## config.mk

```make
export PLATFORM = sky130hd
export DESIGN_NAME = irq_sleep_recorder
export DESIGN_NICKNAME = d
export VERILOG_FILES = /design/src/rtl/irq_rec_pkg.sv /design/src/rtl/irq_rec_ctrl.sv /design/src/rtl/irq_rec_datapath.sv /design/src/rtl/irq_sleep_recorder.sv
export SDC_FILE = /design/constraint.sdc
export NUM_CORES = 1
export LEC_CHECK = 0
export ABC_CLOCK_PERIOD_IN_PS = 2960
export BUFFER_PORTS_ARGS = -buffer_cell sky130_fd_sc_hd__buf_2
export CAP_MARGIN = 20
export CORE_MARGIN = 8
export CORE_UTILIZATION = 43
export CTS_CLUSTER_DIAMETER = 200
export DETAILED_ROUTE_END_ITERATION = 10
export GPL_ROUTABILITY_DRIVEN = 0
export GPL_TIMING_DRIVEN = 0
export PLACE_DENSITY = 0.58
export SLEW_MARGIN = 20
export SYNTH_ARGS = -nofsm -noshare
export SYNTH_HDL_FRONTEND = slang
export SYNTH_SLANG_ARGS = --single-unit
```

## constraint.sdc

```tcl
create_clock -name clk -period 2.96 [get_ports clk]
set_clock_uncertainty 0.15 [all_clocks]
set_input_delay 0.148 -clock clk [delete_from_list [all_inputs] [get_ports clk]]
set_output_delay 0.148 -clock clk [all_outputs]
set_load 0.1 [all_outputs]
```

## src/rtl/irq_rec_pkg.sv

```systemverilog
package irq_rec_pkg;

  localparam int MAX_LINES  = 512;
  localparam int LINE_IDX_W = 9;
  localparam int WORD_IDX_W = 4;
  localparam int BUS_ADDR_W = 12;
  localparam int BUS_DATA_W = 32;

  // Region select is busAddr[11:6]; each region spans sixteen words.
  localparam logic [5:0] RGN_STATUS   = 6'h00;
  localparam logic [5:0] RGN_ACK      = 6'h01;
  localparam logic [5:0] RGN_MASK_SET = 6'h03;
  localparam logic [5:0] RGN_MASK_CLR = 6'h04;
  localparam logic [5:0] RGN_SENS_SET = 6'h06;
  localparam logic [5:0] RGN_SENS_CLR = 6'h07;
  localparam logic [5:0] RGN_POL_SET  = 6'h09;
  localparam logic [5:0] RGN_POL_CLR  = 6'h0A;
  localparam logic [5:0] RGN_CTRL     = 6'h0C;

  localparam int CTRL_EN_BIT    = 0;
  localparam int CTRL_EDGE_BIT  = 1;
  localparam int CTRL_FLUSH_BIT = 2;

  typedef enum logic [2:0] {
    OP_NONE,
    OP_ACK,
    OP_MASK_SET,
    OP_MASK_CLR,
    OP_SENS_SET,
    OP_SENS_CLR,
    OP_POL_SET,
    OP_POL_CLR
  } lineOp_e;

  typedef struct packed {
    lineOp_e                 op;
    logic [WORD_IDX_W-1:0]   word;
    logic [BUS_DATA_W-1:0]   bits;
    logic                    replayBusy;
    logic [LINE_IDX_W-1:0]   replayIdx;
    logic                    passEn;
    logic                    edgeOnly;
  } dpStrobe_t;

endpackage

```

## src/rtl/irq_rec_ctrl.sv

```systemverilog
module irq_rec_ctrl
  import irq_rec_pkg::*;
#(
  parameter int NUM_LINES = 48
) (
  input  logic                  clk,
  input  logic                  rstN,
  input  logic                  wrEn,
  input  logic [BUS_ADDR_W-1:0] addr,
  input  logic [BUS_DATA_W-1:0] wrData,
  input  logic [NUM_LINES-1:0]  status,
  input  logic [NUM_LINES-1:0]  mask,
  input  logic [NUM_LINES-1:0]  sens,
  input  logic [NUM_LINES-1:0]  pol,
  output logic [BUS_DATA_W-1:0] rdData,
  output dpStrobe_t             strobe
);

  localparam int NUM_WORDS = (NUM_LINES + 31) / 32;
  localparam int PAD_W     = MAX_LINES;

  logic [5:0]            region;
  logic [WORD_IDX_W-1:0] word;
  logic                  wordOk;
  logic [1:0]            unusedAddrLo;

  assign region       = addr[11:6];
  assign word         = addr[5:2];
  assign unusedAddrLo = addr[1:0];
  assign wordOk       = int'(word) < NUM_WORDS;

  // Control register and replay scanner
  logic                  enableQ;
  logic                  edgeOnlyQ;
  logic                  busyQ;
  logic [LINE_IDX_W-1:0] ptrQ;
  logic                  ctrlWr;
  logic                  flushStart;
  logic                  lastLine;

  assign ctrlWr     = wrEn && (region == RGN_CTRL) && (word == '0);
  assign flushStart = ctrlWr && wrData[CTRL_FLUSH_BIT] && !busyQ;
  assign lastLine   = ptrQ == LINE_IDX_W'(NUM_LINES - 1);

  always_ff @(posedge clk) begin
    if (!rstN) begin
      enableQ   <= 1'b0;
      edgeOnlyQ <= 1'b0;
      busyQ     <= 1'b0;
      ptrQ      <= '0;
    end else begin
      if (ctrlWr) begin
        enableQ   <= wrData[CTRL_EN_BIT];
        edgeOnlyQ <= wrData[CTRL_EDGE_BIT];
      end
      if (flushStart) begin
        busyQ <= 1'b1;
        ptrQ  <= '0;
      end else if (busyQ) begin
        if (lastLine) begin
          busyQ <= 1'b0;
        end else begin
          ptrQ <= ptrQ + 1'b1;
        end
      end
    end
  end

  // Write decode into per-line operation strobes
  lineOp_e opSel;

  always_comb begin
    opSel = OP_NONE;
    if (wrEn && wordOk) begin
      case (region)
        RGN_ACK:      opSel = OP_ACK;
        RGN_MASK_SET: opSel = OP_MASK_SET;
        RGN_MASK_CLR: opSel = OP_MASK_CLR;
        RGN_SENS_SET: opSel = OP_SENS_SET;
        RGN_SENS_CLR: opSel = OP_SENS_CLR;
        RGN_POL_SET:  opSel = OP_POL_SET;
        RGN_POL_CLR:  opSel = OP_POL_CLR;
        default:      opSel = OP_NONE;
      endcase
    end
  end

  assign strobe.op         = opSel;
  assign strobe.word       = word;
  assign strobe.bits       = wrData;
  assign strobe.replayBusy = busyQ;
  assign strobe.replayIdx  = ptrQ;
  assign strobe.passEn     = !enableQ;
  assign strobe.edgeOnly   = edgeOnlyQ;

  // Read mux: vectors are padded to the full map so any word index is legal
  logic [PAD_W-1:0] padStatus;
  logic [PAD_W-1:0] padMask;
  logic [PAD_W-1:0] padSens;
  logic [PAD_W-1:0] padPol;
  logic [8:0]       bitBase;

  assign padStatus = PAD_W'(status);
  assign padMask   = PAD_W'(mask);
  assign padSens   = PAD_W'(sens);
  assign padPol    = PAD_W'(pol);
  assign bitBase   = {word, 5'b0};

  always_comb begin
    rdData = '0;
    if (wordOk) begin
      case (region)
        RGN_STATUS:   rdData = padStatus[bitBase +: BUS_DATA_W];
        RGN_MASK_SET: rdData = padMask[bitBase +: BUS_DATA_W];
        RGN_SENS_SET: rdData = padSens[bitBase +: BUS_DATA_W];
        RGN_POL_SET:  rdData = padPol[bitBase +: BUS_DATA_W];
        RGN_CTRL: begin
          if (word == '0) begin
            rdData[CTRL_EN_BIT]   = enableQ;
            rdData[CTRL_EDGE_BIT] = edgeOnlyQ;
          end
        end
        default: rdData = '0;
      endcase
    end
  end

endmodule

```

## src/rtl/irq_rec_datapath.sv

```systemverilog
module irq_rec_datapath
  import irq_rec_pkg::*;
#(
  parameter int NUM_LINES = 48
) (
  input  logic                 clk,
  input  logic                 rstN,
  input  logic [NUM_LINES-1:0] irqIn,
  input  dpStrobe_t            strobe,
  output logic [NUM_LINES-1:0] status,
  output logic [NUM_LINES-1:0] mask,
  output logic [NUM_LINES-1:0] sens,
  output logic [NUM_LINES-1:0] pol,
  output logic [NUM_LINES-1:0] irqOut
);

  // Two-flop synchroniser plus one history stage for edge detection
  logic [NUM_LINES-1:0] syncA;
  logic [NUM_LINES-1:0] syncB;
  logic [NUM_LINES-1:0] prevB;

  always_ff @(posedge clk) begin
    if (!rstN) begin
      syncA <= '0;
      syncB <= '0;
      prevB <= '0;
    end else begin
      syncA <= irqIn;
      syncB <= syncA;
      prevB <= syncB;
    end
  end

  for (genvar i = 0; i < NUM_LINES; i++) begin : gLine
    localparam int WORD = i / 32;
    localparam int BIT  = i % 32;

    logic hit;
    logic ackHit;
    logic replayHere;
    logic activeLvl;
    logic edgeSeen;
    logic lineEvt;
    logic statusQ;
    logic maskQ;
    logic sensQ;
    logic polQ;

    assign hit        = (strobe.word == WORD_IDX_W'(WORD)) && strobe.bits[BIT];
    assign ackHit     = hit && (strobe.op == OP_ACK);
    assign replayHere = strobe.replayBusy && (strobe.replayIdx == LINE_IDX_W'(i));

    assign activeLvl = polQ ? syncB[i] : ~syncB[i];
    assign edgeSeen  = polQ ? (syncB[i] & ~prevB[i]) : (~syncB[i] & prevB[i]);
    assign lineEvt   = sensQ ? (activeLvl & ~strobe.edgeOnly) : edgeSeen;

    always_ff @(posedge clk) begin
      if (!rstN) begin
        statusQ <= 1'b0;
        maskQ   <= 1'b0;
        sensQ   <= 1'b0;
        polQ    <= 1'b0;
      end else begin
        if (hit && strobe.op == OP_MASK_SET)      maskQ <= 1'b1;
        else if (hit && strobe.op == OP_MASK_CLR) maskQ <= 1'b0;
        if (hit && strobe.op == OP_SENS_SET)      sensQ <= 1'b1;
        else if (hit && strobe.op == OP_SENS_CLR) sensQ <= 1'b0;
        if (hit && strobe.op == OP_POL_SET)       polQ  <= 1'b1;
        else if (hit && strobe.op == OP_POL_CLR)  polQ  <= 1'b0;
        // A new event outranks both acknowledge and replay clearing
        statusQ <= lineEvt | (statusQ & ~(ackHit | (replayHere & ~maskQ)));
      end
    end

    assign status[i] = statusQ;
    assign mask[i]   = maskQ;
    assign sens[i]   = sensQ;
    assign pol[i]    = polQ;

    assign irqOut[i] = strobe.replayBusy ? (replayHere & statusQ & ~maskQ)
                                         : (strobe.passEn & ~maskQ & activeLvl);
  end

endmodule

```

## src/rtl/irq_sleep_recorder.sv

```systemverilog
module irq_sleep_recorder
  import irq_rec_pkg::*;
#(
  parameter int NUM_LINES = 48
) (
  input  logic                  clk,
  input  logic                  rstN,
  input  logic                  busWrEn,
  input  logic [BUS_ADDR_W-1:0] busAddr,
  input  logic [BUS_DATA_W-1:0] busWrData,
  output logic [BUS_DATA_W-1:0] busRdData,
  input  logic [NUM_LINES-1:0]  irqIn,
  output logic [NUM_LINES-1:0]  irqOut
);

  dpStrobe_t            dpStrobe;
  logic [NUM_LINES-1:0] statusVec;
  logic [NUM_LINES-1:0] maskVec;
  logic [NUM_LINES-1:0] sensVec;
  logic [NUM_LINES-1:0] polVec;
  logic                 replayBusy;
  logic                 sleepEn;

  assign replayBusy = dpStrobe.replayBusy;
  assign sleepEn    = !dpStrobe.passEn;

  irq_rec_ctrl #(.NUM_LINES(NUM_LINES)) u_ctrl (
    .clk    (clk),
    .rstN   (rstN),
    .wrEn   (busWrEn),
    .addr   (busAddr),
    .wrData (busWrData),
    .status (statusVec),
    .mask   (maskVec),
    .sens   (sensVec),
    .pol    (polVec),
    .rdData (busRdData),
    .strobe (dpStrobe)
  );

  irq_rec_datapath #(.NUM_LINES(NUM_LINES)) u_dp (
    .clk    (clk),
    .rstN   (rstN),
    .irqIn  (irqIn),
    .strobe (dpStrobe),
    .status (statusVec),
    .mask   (maskVec),
    .sens   (sensVec),
    .pol    (polVec),
    .irqOut (irqOut)
  );

endmodule

```

==> results of run 1 <==
through the flow:
stage	hold slack (ns)	utilization, %	total power (uW)	TNS (ns)
2_1_floorplan	0.125	-	5450	0
3_3_place_gp	0.203	47.3	5720	-1.28
3_5_place_dp	0.206	47.3	5730	-1.38
4_1_cts	0.0781	53.8	10900	-0.0101
5_1_grt	0.118	54.2	11200	-0.0706
6_report	0.0922	54.2	10900	-0.00313
synth_stat cells (2+ instances only):
cell / count
a211oi_1: 2
a21boi_0: 47
a21boi_1: 2
a21oi_1: 45
a22oi_1: 32
a311oi_1: 2
a31oi_1: 49
a32oi_1: 36
and2_1: 151
and3_1: 9
and4_1: 3
buf_2: 29
buf_4: 4
buf_6: 8
clkbuf_1: 91
dfxtp_1: 348
ha_1: 4
inv_1: 3
mux2i_1: 124
nand2_1: 94
nand2b_1: 9
nand3_1: 26
nand3b_1: 21
nand4_1: 16
nor2_1: 86
nor2b_1: 10
nor3_1: 40
nor3_4: 2
nor3b_1: 3
o211ai_1: 144
o21ai_0: 155
o21ai_1: 11
o221ai_1: 11
o22ai_1: 30
o2bb2ai_1: 4
o311ai_0: 12
o311ai_1: 6
o31a_1: 17
or3_1: 2
or3b_2: 16
xnor2_1: 50
xor2_1: 4
worst max path at each step:
stage | cells after the start | end | slack (ns) | startpoint
final | 6 | irqOut[14] | -0.003 | u_ctrl.ptrQ[3]
after global routing | 7 | irqOut[46] | -0.04 | u_ctrl.ptrQ[0]
after CTS | 6 | irqOut[29] | -0.01 | u_ctrl.ptrQ[3]
after detailed placement | 7 | irqOut[32] | -0.23 | u_ctrl.ptrQ[4]
after global placement | 7 | irqOut[32] | -0.19 | u_ctrl.ptrQ[4]
after floorplan | 6 | irqOut[40] | 0.02 | u_ctrl.ptrQ[4]
state kept, by name, summed over array words and instances, names as in the netlist:
| signal | cells |
|---|---|
| u_dp.prevB | 48 |
| u_dp.syncA | 48 |
| u_ctrl.edgeOnlyQ | 1 |
| u_ctrl.enableQ | 1 |
| u_ctrl.busyQ | 1 |
| u_dp.syncB | 48 |
| u_ctrl.ptrQ | 9 |
| u_dp.gLine.sensQ | 48 |
| u_dp.gLine.statusQ | 48 |
| u_dp.gLine.maskQ | 48 |
| u_dp.gLine.polQ | 48 |
area by class of cell:
cell class                      instances  area (um^2)
Multi-Input combinational cell       1288         8740
Timing Repair Buffer                  262         1940
Clock inverter                         14          184
Sequential cell                       348         6970
Inverter                                3         11.3
Clock buffer                           59         1180
Tap cell                              474          593
Buffer                                128          608
Fill cell                            3447        17100
Antenna cell                            3         7.51
report_power, final:
| part | internal [uW] | switching (uW) | total [uW] |
|---|---|---|---|
| clock network | 3050 | 2090 | 5150 |
| registers | 4790 | 71.8 | 4860 |
| logic | 321 | 571 | 892 |
| total | 8160 | 2740 | 10900 |
cells by family (layout without fill, tap and decap cells):
group | count (synthesis) | count (layout) | synth area share (%)
flops | 348 | 348 | 43.1
fa+ha+maj | 4 | 4 | 0.310
other cells | 0 | 3 | 0
buf+inv | 136 | 466 | 3.85
mux | 124 | 124 | 7.68
xor+xnor | 54 | 54 | 2.93
simple gates | 499 | 499 | 17.0
compound gates | 607 | 607 | 25.1
per-layer routing:
layer | GRT usage, % | vias to the layer above | routed length (um) | part of all wire (%)
met3 | 6.61 | 172 | 7220 | 11
met2 | 44.3 | 993 | 29200 | 43
met1 | 40.1 | 7642 | 28200 | 42
met4 | 14.3 | 2 | 3100 | 4.6
li1 | - | 7215 | - | -
met5 | 0 | - | 9 | 0.013
tightest hold or removal path: stages:
cell and delay, ns:
buf_2 0.13, nor3_4 0.07, and4_1 0.23, nand3b_1 0.11, a21boi_0 0.07
timing repair:
| item | in CTS | in global routing |
|---|---|---|
| hold buffers | 81 | 0 |
| buffers inserted | 3 | 8 |
| pin swaps | 3 | 5 |
| endpoints found under the setup margin | 50 | 50 |
| gates resized for setup | 86 | 38 |
| hold endpoints to repair | 231 | 0 |
==> metrics.txt, run 1 <==
status complete, but fails checks; failing checks negative setup slack; Slew HR 19.8%; Hold Startpoint busAddr[5]; Crit Path Max Fanout 10; Pre-antenna DRT Iters 6; Register-to-Register Path Depth 7; Core Box Area 37300 um^2; Non-Filler Instances 2579; P per Cell Area 538 nW/um^2; final setup vio count 1; CTS Root Cell clkbuf_16; Yosys reg bits 348; min Tclk post-route 2.96 ns; clk slew on worst S/H paths 0.06 ns; Largest delay share family, worst path buffers and inverters; Most used DFF post-synth dfxtp_1; asr flop ratio synth 0%; largest net degree at the start of global routing 13; most frequent cells in the layout dfxtp_1, o21ai_0, and2_1; H-tree depth 2; hold depth 5; Worst path max stage delay 0.37 ns; Num CTS Buffers 40; Hold EP u_ctrl.busyQ; Max Cap Viol 0; Ys Warns 0; Clock Sinks 348; drt wl/cell 26.3 um; Detailed Route Iter0 Violations 2196; Vias/cell 6.21; vias 16000; worst-margin pin slew 1.20 ns; buffers plus inverters on the worst setup path 3; Antenna Nets Post-Route 0; setup ws final -0.00313 ns; Syn Area/Cell 9.12 um^2; RSZ-0062 raised after global routing yes; R2R Path End u_dp.gLine[11].statusQ; Max Slew Vio Count 0; Placed Instances 2416; most common cell after layout, fill and taps aside dfxtp_1; Hold WC Path Type in -> reg; sequential fraction of the synthesis area 43.1%; WP data arrival 2.67 ns; leakage 0.00701 uW; initial core utilization 43.3%; Hold Violations, Final 0; final instance area 20200 um^2; wirelength, routed 67800 um; Longest Clk Path Bufs 3; CTS tree built; global-route wire length before repair 97900 um; Worst-Skew Late Latency 0.58 ns; Post-DP Area 17700 um^2; CP Capture Type primary output; Mapped Area 16200 um^2; Tcrit/Tclk final 100%; global route overflow 0; synth top area cells dfxtp_1, mux2i_1, o211ai_1; Die H 210 um; Crit Path Category reg -> out; Crit-path slowest cell buf_2; number of flops mapped to enable cells by yosys 0; Achievable Freq 0.337 GHz; drc violations 0; Yosys cell types 56; R2R Setup Slk 0.33 ns; total track usage 29.6%; share of the synthesized area in the top cell type 43.1%; Max VDD drop 0.000452 V; die area 44100 um^2; fraction of final layout cells sized beyond drive strength 1 17.2%; number of global-route vias before repair 14900; critical path launch point type register; Area Overhead vs Synth 25.2%; post-synth top area cell dfxtp_1; Die Width 210 um; FP Rows 71; Cell Chain, Critical Path clkbuf_1 -> buf_2 -> and2_2 -> a32oi_1 -> nor2_1 -> buf_4; synthesized instance count 1772; RR Startpoint u_ctrl.edgeOnlyQ; IO Count 175; Mapped Nets 1871; Nets 2170; Setup WS pre-CTS -0.228 ns; PortBufs 170; CP Data Required Time 2.66 ns; antenna violations before repair 4; hpwl dp 47400 um
(Power assumes the default switching activity.)
==> run 2: changes to the inputs <==
--- a/config.mk
+++ b/config.mk
@@ -15,6 +15,7 @@
 export GPL_ROUTABILITY_DRIVEN = 0
 export GPL_TIMING_DRIVEN = 0
 export PLACE_DENSITY = 0.58
+export SETUP_SLACK_MARGIN = 0.05
 export SLEW_MARGIN = 20
 export SYNTH_ARGS = -nofsm -noshare
 export SYNTH_HDL_FRONTEND = slang
==> run 2 against run 1 <==
Compared with the run above: the run now ends clean; final area grew 0.40%; via count grew 1.5%; sequential power is essentially flat; register-to-register slack lost 0.02 ns; utilization grew 0.22 points; power grew 1.3%; highest routed layer is now met4.
==> metrics.txt, run 2 (synthesized netlist as in run 1, its figures left out) <==
Crit-path slowest cell clkbuf_2; RSZ-0062 raised after global routing yes; Pre-antenna DRT Iters 6 (unchanged); Register-to-Register Path Depth 6 (-1); P_sw 2700 uW (-1.2%); most used cell, CP nor2_1; PortBufs 170 (unchanged); clk slew on worst S/H paths 0.06 ns (about the same); Int Power 8330 uW (+2.1%); most frequent cells in the layout dfxtp_1, buf_2, o21ai_0; leakage 0.00706 uW (+0.69%); CTS tree built; Core Box Area 37300 um^2 (unchanged); Antenna Nets Post-Route 0 (unchanged); Largest delay share family, worst path buffers and inverters; Cell Chain, Critical Path nor2_1 -> clkbuf_2 -> buf_2 -> a32oi_1 -> nor2_1 -> buf_4; Tcrit/Tclk final 98.5% (-1.6 points); final setup vio count 0 (-1); IO Count 175 (unchanged); hold depth 5 (unchanged); RR Startpoint u_ctrl.edgeOnlyQ; Crit Path Category reg -> out; H-tree depth 2 (unchanged); Hold Violations, Final 0 (unchanged); Hold WC Path Type in -> reg; Crit Path Max Fanout 10 (unchanged); fill count 3440 (-0.20%); Post-DP Area 17700 um^2 (+0.11%); Vias/cell 6.30 (+1.4%); antenna violations before repair 1 (-3); wirelength, routed 69100 um (+2.0%); Die H 210 um (unchanged); min Tclk post-route 2.92 ns (-0.0465 ns); hpwl dp 47800 um (+0.85%); Num CTS Buffers 40 (unchanged); fraction of final layout cells sized beyond drive strength 1 17.7% (+0.54 points); Clk pwr share 47.8% (+0.6 points); vias 16300 (+1.5%); Slew HR 28.5% (+8.6 points); combinational power share 8.2% (about the same); total track usage 30.3% (+0.71 points); Detailed Route Iter0 Violations 1823 (-17%); Die Width 210 um (unchanged); critical path launch point type register; CP Data Required Time 2.66 ns (about the same); Top Layer Used met4; P per Cell Area 543 nW/um^2 (+0.87%); global-route wire length before repair 101000 um (+2.7%); most common cell after layout, fill and taps aside dfxtp_1; FP Rows 71 (unchanged); number of global-route vias before repair 15700 (+5.2%); Clock Sinks 348 (unchanged); status complete, no violations; R2R Path End u_dp.gLine[34].statusQ; Routed met2 length 30100 um (+2.8%); initial core utilization 43.3% (unchanged); wl on met1 28000 um (-0.60%); Hold EP u_ctrl.busyQ; Placed Instances 2416 (unchanged); Non-Filler Instances 2581 (+0.078%); drt wl/cell 26.8 um (+1.9%); Max VDD drop 0.000399 V (-12%); Worst path max stage delay 0.40 ns (+0.03 ns); sw frac 24.5% (-0.62 points); worst-margin pin slew 1.07 ns (-0.129 ns); die area 44100 um^2 (unchanged); WP data arrival 2.62 ns (-0.05 ns); Worst-Skew Late Latency 0.55 ns (-0.03 ns); Max Slew Vio Count 0 (unchanged); global route overflow 0 (unchanged); drc violations 0 (unchanged); CTS Root Cell clkbuf_16; Achievable Freq 0.343 GHz (+1.6%); register share of total power 44.0% (-0.6 points); Area Overhead vs Synth 25.7%; Max Cap Viol 0 (unchanged); largest net degree at the start of global routing 14 (+1); metal3 WL 7260 um (+0.55%); R2R Setup Slk 0.31 ns (-0.02 ns); Hold Startpoint busAddr[4]; CP Capture Type primary output; buffers plus inverters on the worst setup path 3 (unchanged); final instance area 20300 um^2 (+0.40%); Nets 2175 (+0.23%); Longest Clk Path Bufs 3 (unchanged)
## run 2: cell types whose count changed in the layout (fill, tap and decap cells not counted), sizes merged
cell / change
buf: +17
inv: -1
clkbuf: -14
clkinv: -3
diode: -2
bufinv: +3
clkinvlp: +2
## run 2: power groups by stage
stage / clock network, uW / registers (uW) / logic (uW)
2_1_floorplan: 0 / 4930 / 515
3_3_place_gp: 0 / 4960 / 778
3_5_place_dp: 0 / 4960 / 784
4_1_cts: 5310 / 4860 / 891
5_1_grt: 5520 / 4870 / 947
6_report: 5270 / 4860 / 905
## run 2: cell type report
class	instances	area [um^2]	share of cell area, %
multi-input combinational	1288	8760	43.1
inverter	3	11.3	0.0554
clock inverter	15	238	1.17
antenna	1	2.50	0.0123
buffer	129	621	3.05
timing repair buffer	266	1980	9.74
tap	474	593	2.92
clock buffer	57	1150	5.64
sequential	348	6970	34.3
## run 2: stage by stage
stage | utilization [%] | TNS, ns | power [uW] | hold WS, ns | setup WS (ns)
6_report | 54.5 | 0 | 11000 | 0.175 | 0.0434
4_1_cts | 54.3 | 0 | 11100 | 0.157 | 0.0455
2_1_floorplan | - | 0 | 5450 | 0.125 | 0.0728
3_5_place_dp | 47.4 | -1.41 | 5740 | 0.207 | -0.218
3_3_place_gp | 47.4 | -3.01 | 5740 | 0.203 | -0.301
5_1_grt | 54.4 | 0 | 11300 | 0.169 | 0.0199
## run 2: repair_timing
action / CTS / global route
hold buffers: 81 / 0
endpoints found under the hold margin: 231 / 0
pin swaps: 5 / 3
setup endpoints to repair: 58 / 51
resized for setup: 97 / 25
setup buffers: 13 / 2
## run 2: worst min-delay path, delay by kind of cell
family,cells,cell delay [ns]
buf+inv,1,0.13
compound gates,1,0.08
simple gates,3,0.46
## run 2: worst max-delay path by stage
stage	startpoint	endpoint	slack [ns]	cells after the start
floorplan	u_ctrl.ptrQ[4]	irqOut[36]	0.07	6
global placement	u_ctrl.ptrQ[1]	irqOut[7]	-0.30	6
detailed placement	u_ctrl.ptrQ[4]	irqOut[33]	-0.22	7
CTS	u_ctrl.busyQ	irqOut[33]	0.05	6
global route	u_ctrl.enableQ	irqOut[33]	0.02	6
finish	u_ctrl.busyQ	irqOut[33]	0.04	6
## run 2: per-layer routing
layer	up-vias	global-route usage [%]
li1	7240	-
met1	7867	39.8
met2	942	47.0
met3	213	6.10
met4	0	15.5
met5	-	0
==> run 3: changes to the inputs <==
--- a/config.mk
+++ b/config.mk
@@ -5,16 +5,17 @@
 export SDC_FILE = /design/constraint.sdc
 export NUM_CORES = 1
 export LEC_CHECK = 0
+export ABC_AREA = 1
 export ABC_CLOCK_PERIOD_IN_PS = 2960
 export BUFFER_PORTS_ARGS = -buffer_cell sky130_fd_sc_hd__buf_2
 export CAP_MARGIN = 20
 export CORE_MARGIN = 8
-export CORE_UTILIZATION = 43
+export CORE_UTILIZATION = 35
 export CTS_CLUSTER_DIAMETER = 200
 export DETAILED_ROUTE_END_ITERATION = 10
 export GPL_ROUTABILITY_DRIVEN = 0
 export GPL_TIMING_DRIVEN = 0
-export PLACE_DENSITY = 0.58
+export PLACE_DENSITY = 0.49
 export SETUP_SLACK_MARGIN = 0.05
 export SLEW_MARGIN = 20
 export SYNTH_ARGS = -nofsm -noshare
==> constraint.sdc (replaced) <==
create_clock -name clk -period 2.96 [get_ports clk]
set_clock_uncertainty 0.15 [all_clocks]
set_input_delay 0.148 -clock clk [delete_from_list [all_inputs] [get_ports clk]]
set_output_delay 0.148 -clock clk [all_outputs]
set_load 0.02 [all_outputs]
==> run 3 against run 2 <==
Compared with the run above: clock-buffer cell count fell by 3; die area rose by 33%; register-to-register slack worse by 0.05 ns; non-clock buffer count is 32 higher; combinational power rose by 5.1%; power grew 1.8%; final area rose by 8.5%; critical endpoint is now irqOut[29].
==> metrics.txt, run 3 <==
Max VDD drop 0.000319 V (-20%); global route overflow 0 (unchanged); Worst-Skew Late Latency 0.59 ns (+0.04 ns); Setup WS pre-CTS -0.457 ns (-0.239 ns); Slew HR 28.7% (+0.27 points); drc violations 0 (unchanged); Nets 3004 (+38%); setup ws final 0.00246 ns (-0.0410 ns); critical path launch point type register; IO Count 175 (unchanged); Detailed Route Iter0 Violations 2523 (+38%); register share of total power 43.5% (-0.5 points); fraction of final layout cells sized beyond drive strength 1 12.3% (-5.4 points); leakage 0.00846 uW (+20%); final setup vio count 0 (unchanged); Achievable Freq 0.338 GHz (-1.4%); CP Capture Type primary output; Hold WS 0.0391 ns (-0.136 ns); wirelength, routed 88100 um (+28%); global-route wire length before repair 127000 um (+26%); Crit Path Category reg -> out; die area 58600 um^2 (+33%); Pre-antenna DRT Iters 8 (+2); number of flops mapped to enable cells by yosys 0 (unchanged); Crit Path Max Fanout 10 (unchanged); synth top area cells dfxtp_1, nand2_1, nand4_1; Most used DFF post-synth dfxtp_1; Longest Clk Path Bufs 3 (unchanged); antenna violations before repair 3 (+2); RSZ-0062 raised after global routing yes; P_sw 2990 uW (+11%); Hold WC Path Type in -> reg; top-count cell post-synth nand2_1; Mapped Nets 2707 (+45%); Max Slew Vio Count 0 (unchanged); min Tclk post-route 2.96 ns (+0.0410 ns); Core Box Area 50900 um^2 (+36%); Clock Sinks 348 (unchanged); Num CTS Buffers 43 (+7.5%); synthesized instance count 2608 (+47%); clk slew on worst S/H paths 0.07 ns (about the same); CTS tree built; largest net degree at the start of global routing 14 (unchanged); Setup TNS Final 0 ns (unchanged); most used cell, CP buf_2; hpwl dp 62500 um (+31%); share of the synthesized area in the top cell type 38.9% (-4.2 points); asr flop ratio synth 0% (unchanged); WP data arrival 2.66 ns (+0.04 ns); CTS Root Cell clkbuf_16; combinational power share 8.5% (+0.3 points); number of global-route vias before repair 19300 (+23%); FP Rows 83 (+17%); Die Width 242 um (+15%); Int Power 8240 uW (-1.1%); Hold Violations, Final 0 (unchanged); sw frac 26.6% (+2.1 points); PortBufs 172 (+1.2%); Vias/cell 5.73 (-9.0%); total track usage 28.5% (-1.9 points); sequential fraction of the synthesis area 38.9% (-4.2 points); Antenna Nets Post-Route 0 (unchanged); Cell Chain, Critical Path nor2_1 -> clkbuf_4 -> buf_2 -> nand2_1 -> o21ai_0 -> buf_2; Clk pwr share 48.0% (+0.2 points); CP Data Required Time 2.66 ns (about the same); Yosys reg bits 348 (unchanged); Die H 242 um (+15%); status complete, no violations; most common cell after layout, fill and taps aside nand2_1; drt wl/cell 24.4 um (-9.0%); Syn Area/Cell 6.86 um^2 (-25%); Mapped Area 17900 um^2 (+11%); P per Cell Area 510 nW/um^2 (-6.1%); Worst path max stage delay 0.43 ns (+0.03 ns); Area Overhead vs Synth 23.1%; Max Cap Viol 0 (unchanged); post-synth top area cell dfxtp_1; H-tree depth 2 (unchanged); worst-margin pin slew 1.07 ns (-0.00401 ns); Yosys cell types 38 (-32%); Crit-path slowest cell buf_2; initial core utilization 35.2% (-8.2 points); most frequent cells in the layout nand2_1, inv_1, dfxtp_1; Tcrit/Tclk final 99.9% (+1.4 points); vias 20700 (+28%); Ys Warns 0 (unchanged); top post-synthesis cells by count nand2_1, inv_1, dfxtp_1, nand4_1, a21oi_1
run 3: cell count changes in the layout (fill, tap and decap cells not counted), sizes merged, moves of 143 or more:
cell	delta
o211ai	-144
a21oi	+159
inv	+355
nand4	+287
nand2	+532
and2	-143
run 3: final timing paths:
kind	slack, ns	cells past startpoint	to	start
max	0.002	6	irqOut[29]	u_ctrl.enableQ
min	0.04	5	u_dp.gLine[13].polQ	busWrData[13]
max reg2reg	0.26	5	u_dp.gLine[6].statusQ	u_ctrl.edgeOnlyQ
min reg2reg	0.26	2	u_dp.syncB[6]	u_dp.syncA[6]
run 3: area by class of cell:
cell class	instances	area [um^2]
antenna	1	2.50
tap	680	851
inverter	361	1360
fill	5352	28800
sequential	348	6970
multi-input combinational	1724	9000
buffer	174	769
clock inverter	23	226
clock buffer	54	1190
timing repair buffer	253	1670
run 3: metal layers:
layer	part of all wire, %	global-route usage [%]
met1	40	37.0
met2	43	43.2
met3	11	6.86
met4	5.7	15.3
met5	0	0
run 3: metrics by stage:
stage | cell area, um^2 | total power (uW) | std cells | utilization (%)
floorplan | 17900 | 5450 | 2608 | -
global placement | 19600 | 5830 | 3460 | 38.5
detailed placement | 19600 | 5840 | 3460 | 38.6
CTS | 21900 | 11300 | 3616 | 43.1
global route | 22000 | 11600 | 3618 | 43.3
finish | 22000 | 11200 | 3618 | 43.3
run 3: power by group through the flow:
stage	sequential, uW	clock (uW)	combinational (uW)
finish	4890	5390	951
global route	4900	5660	1010
CTS	4890	5460	925
detailed placement	4990	0	843
global placement	4990	0	836
floorplan	4970	0	484
run 3: logic make-up after synthesis:
group / share of synthesized area (%)
DFF: 38.9
AOI/OAI and AO/OA: 17.1
buffers and inverters: 11.7
and+or+nand+nor: 29.6
xor gates and xnor gates: 2.40
adders and majority gates: 0.280
run 3: worst max-delay path, delay by kind of cell (launching register included):
kind / cells / cell delay (ns)
AOI/OAI and AO/OA: 1 / 0.31
and+or+nand+nor: 2 / 0.30
buffers and inverters: 3 / 1.03
DFF: 1 / 0.42
run 3: repair_timing:
action,in CTS,in global routing
setup endpoints to repair,64,46
cloned,0,0
endpoints found under the hold margin,154,0
hold buffers,79,0
resized for setup,44,31
pin swaps,1,2
buffers inserted,1,1
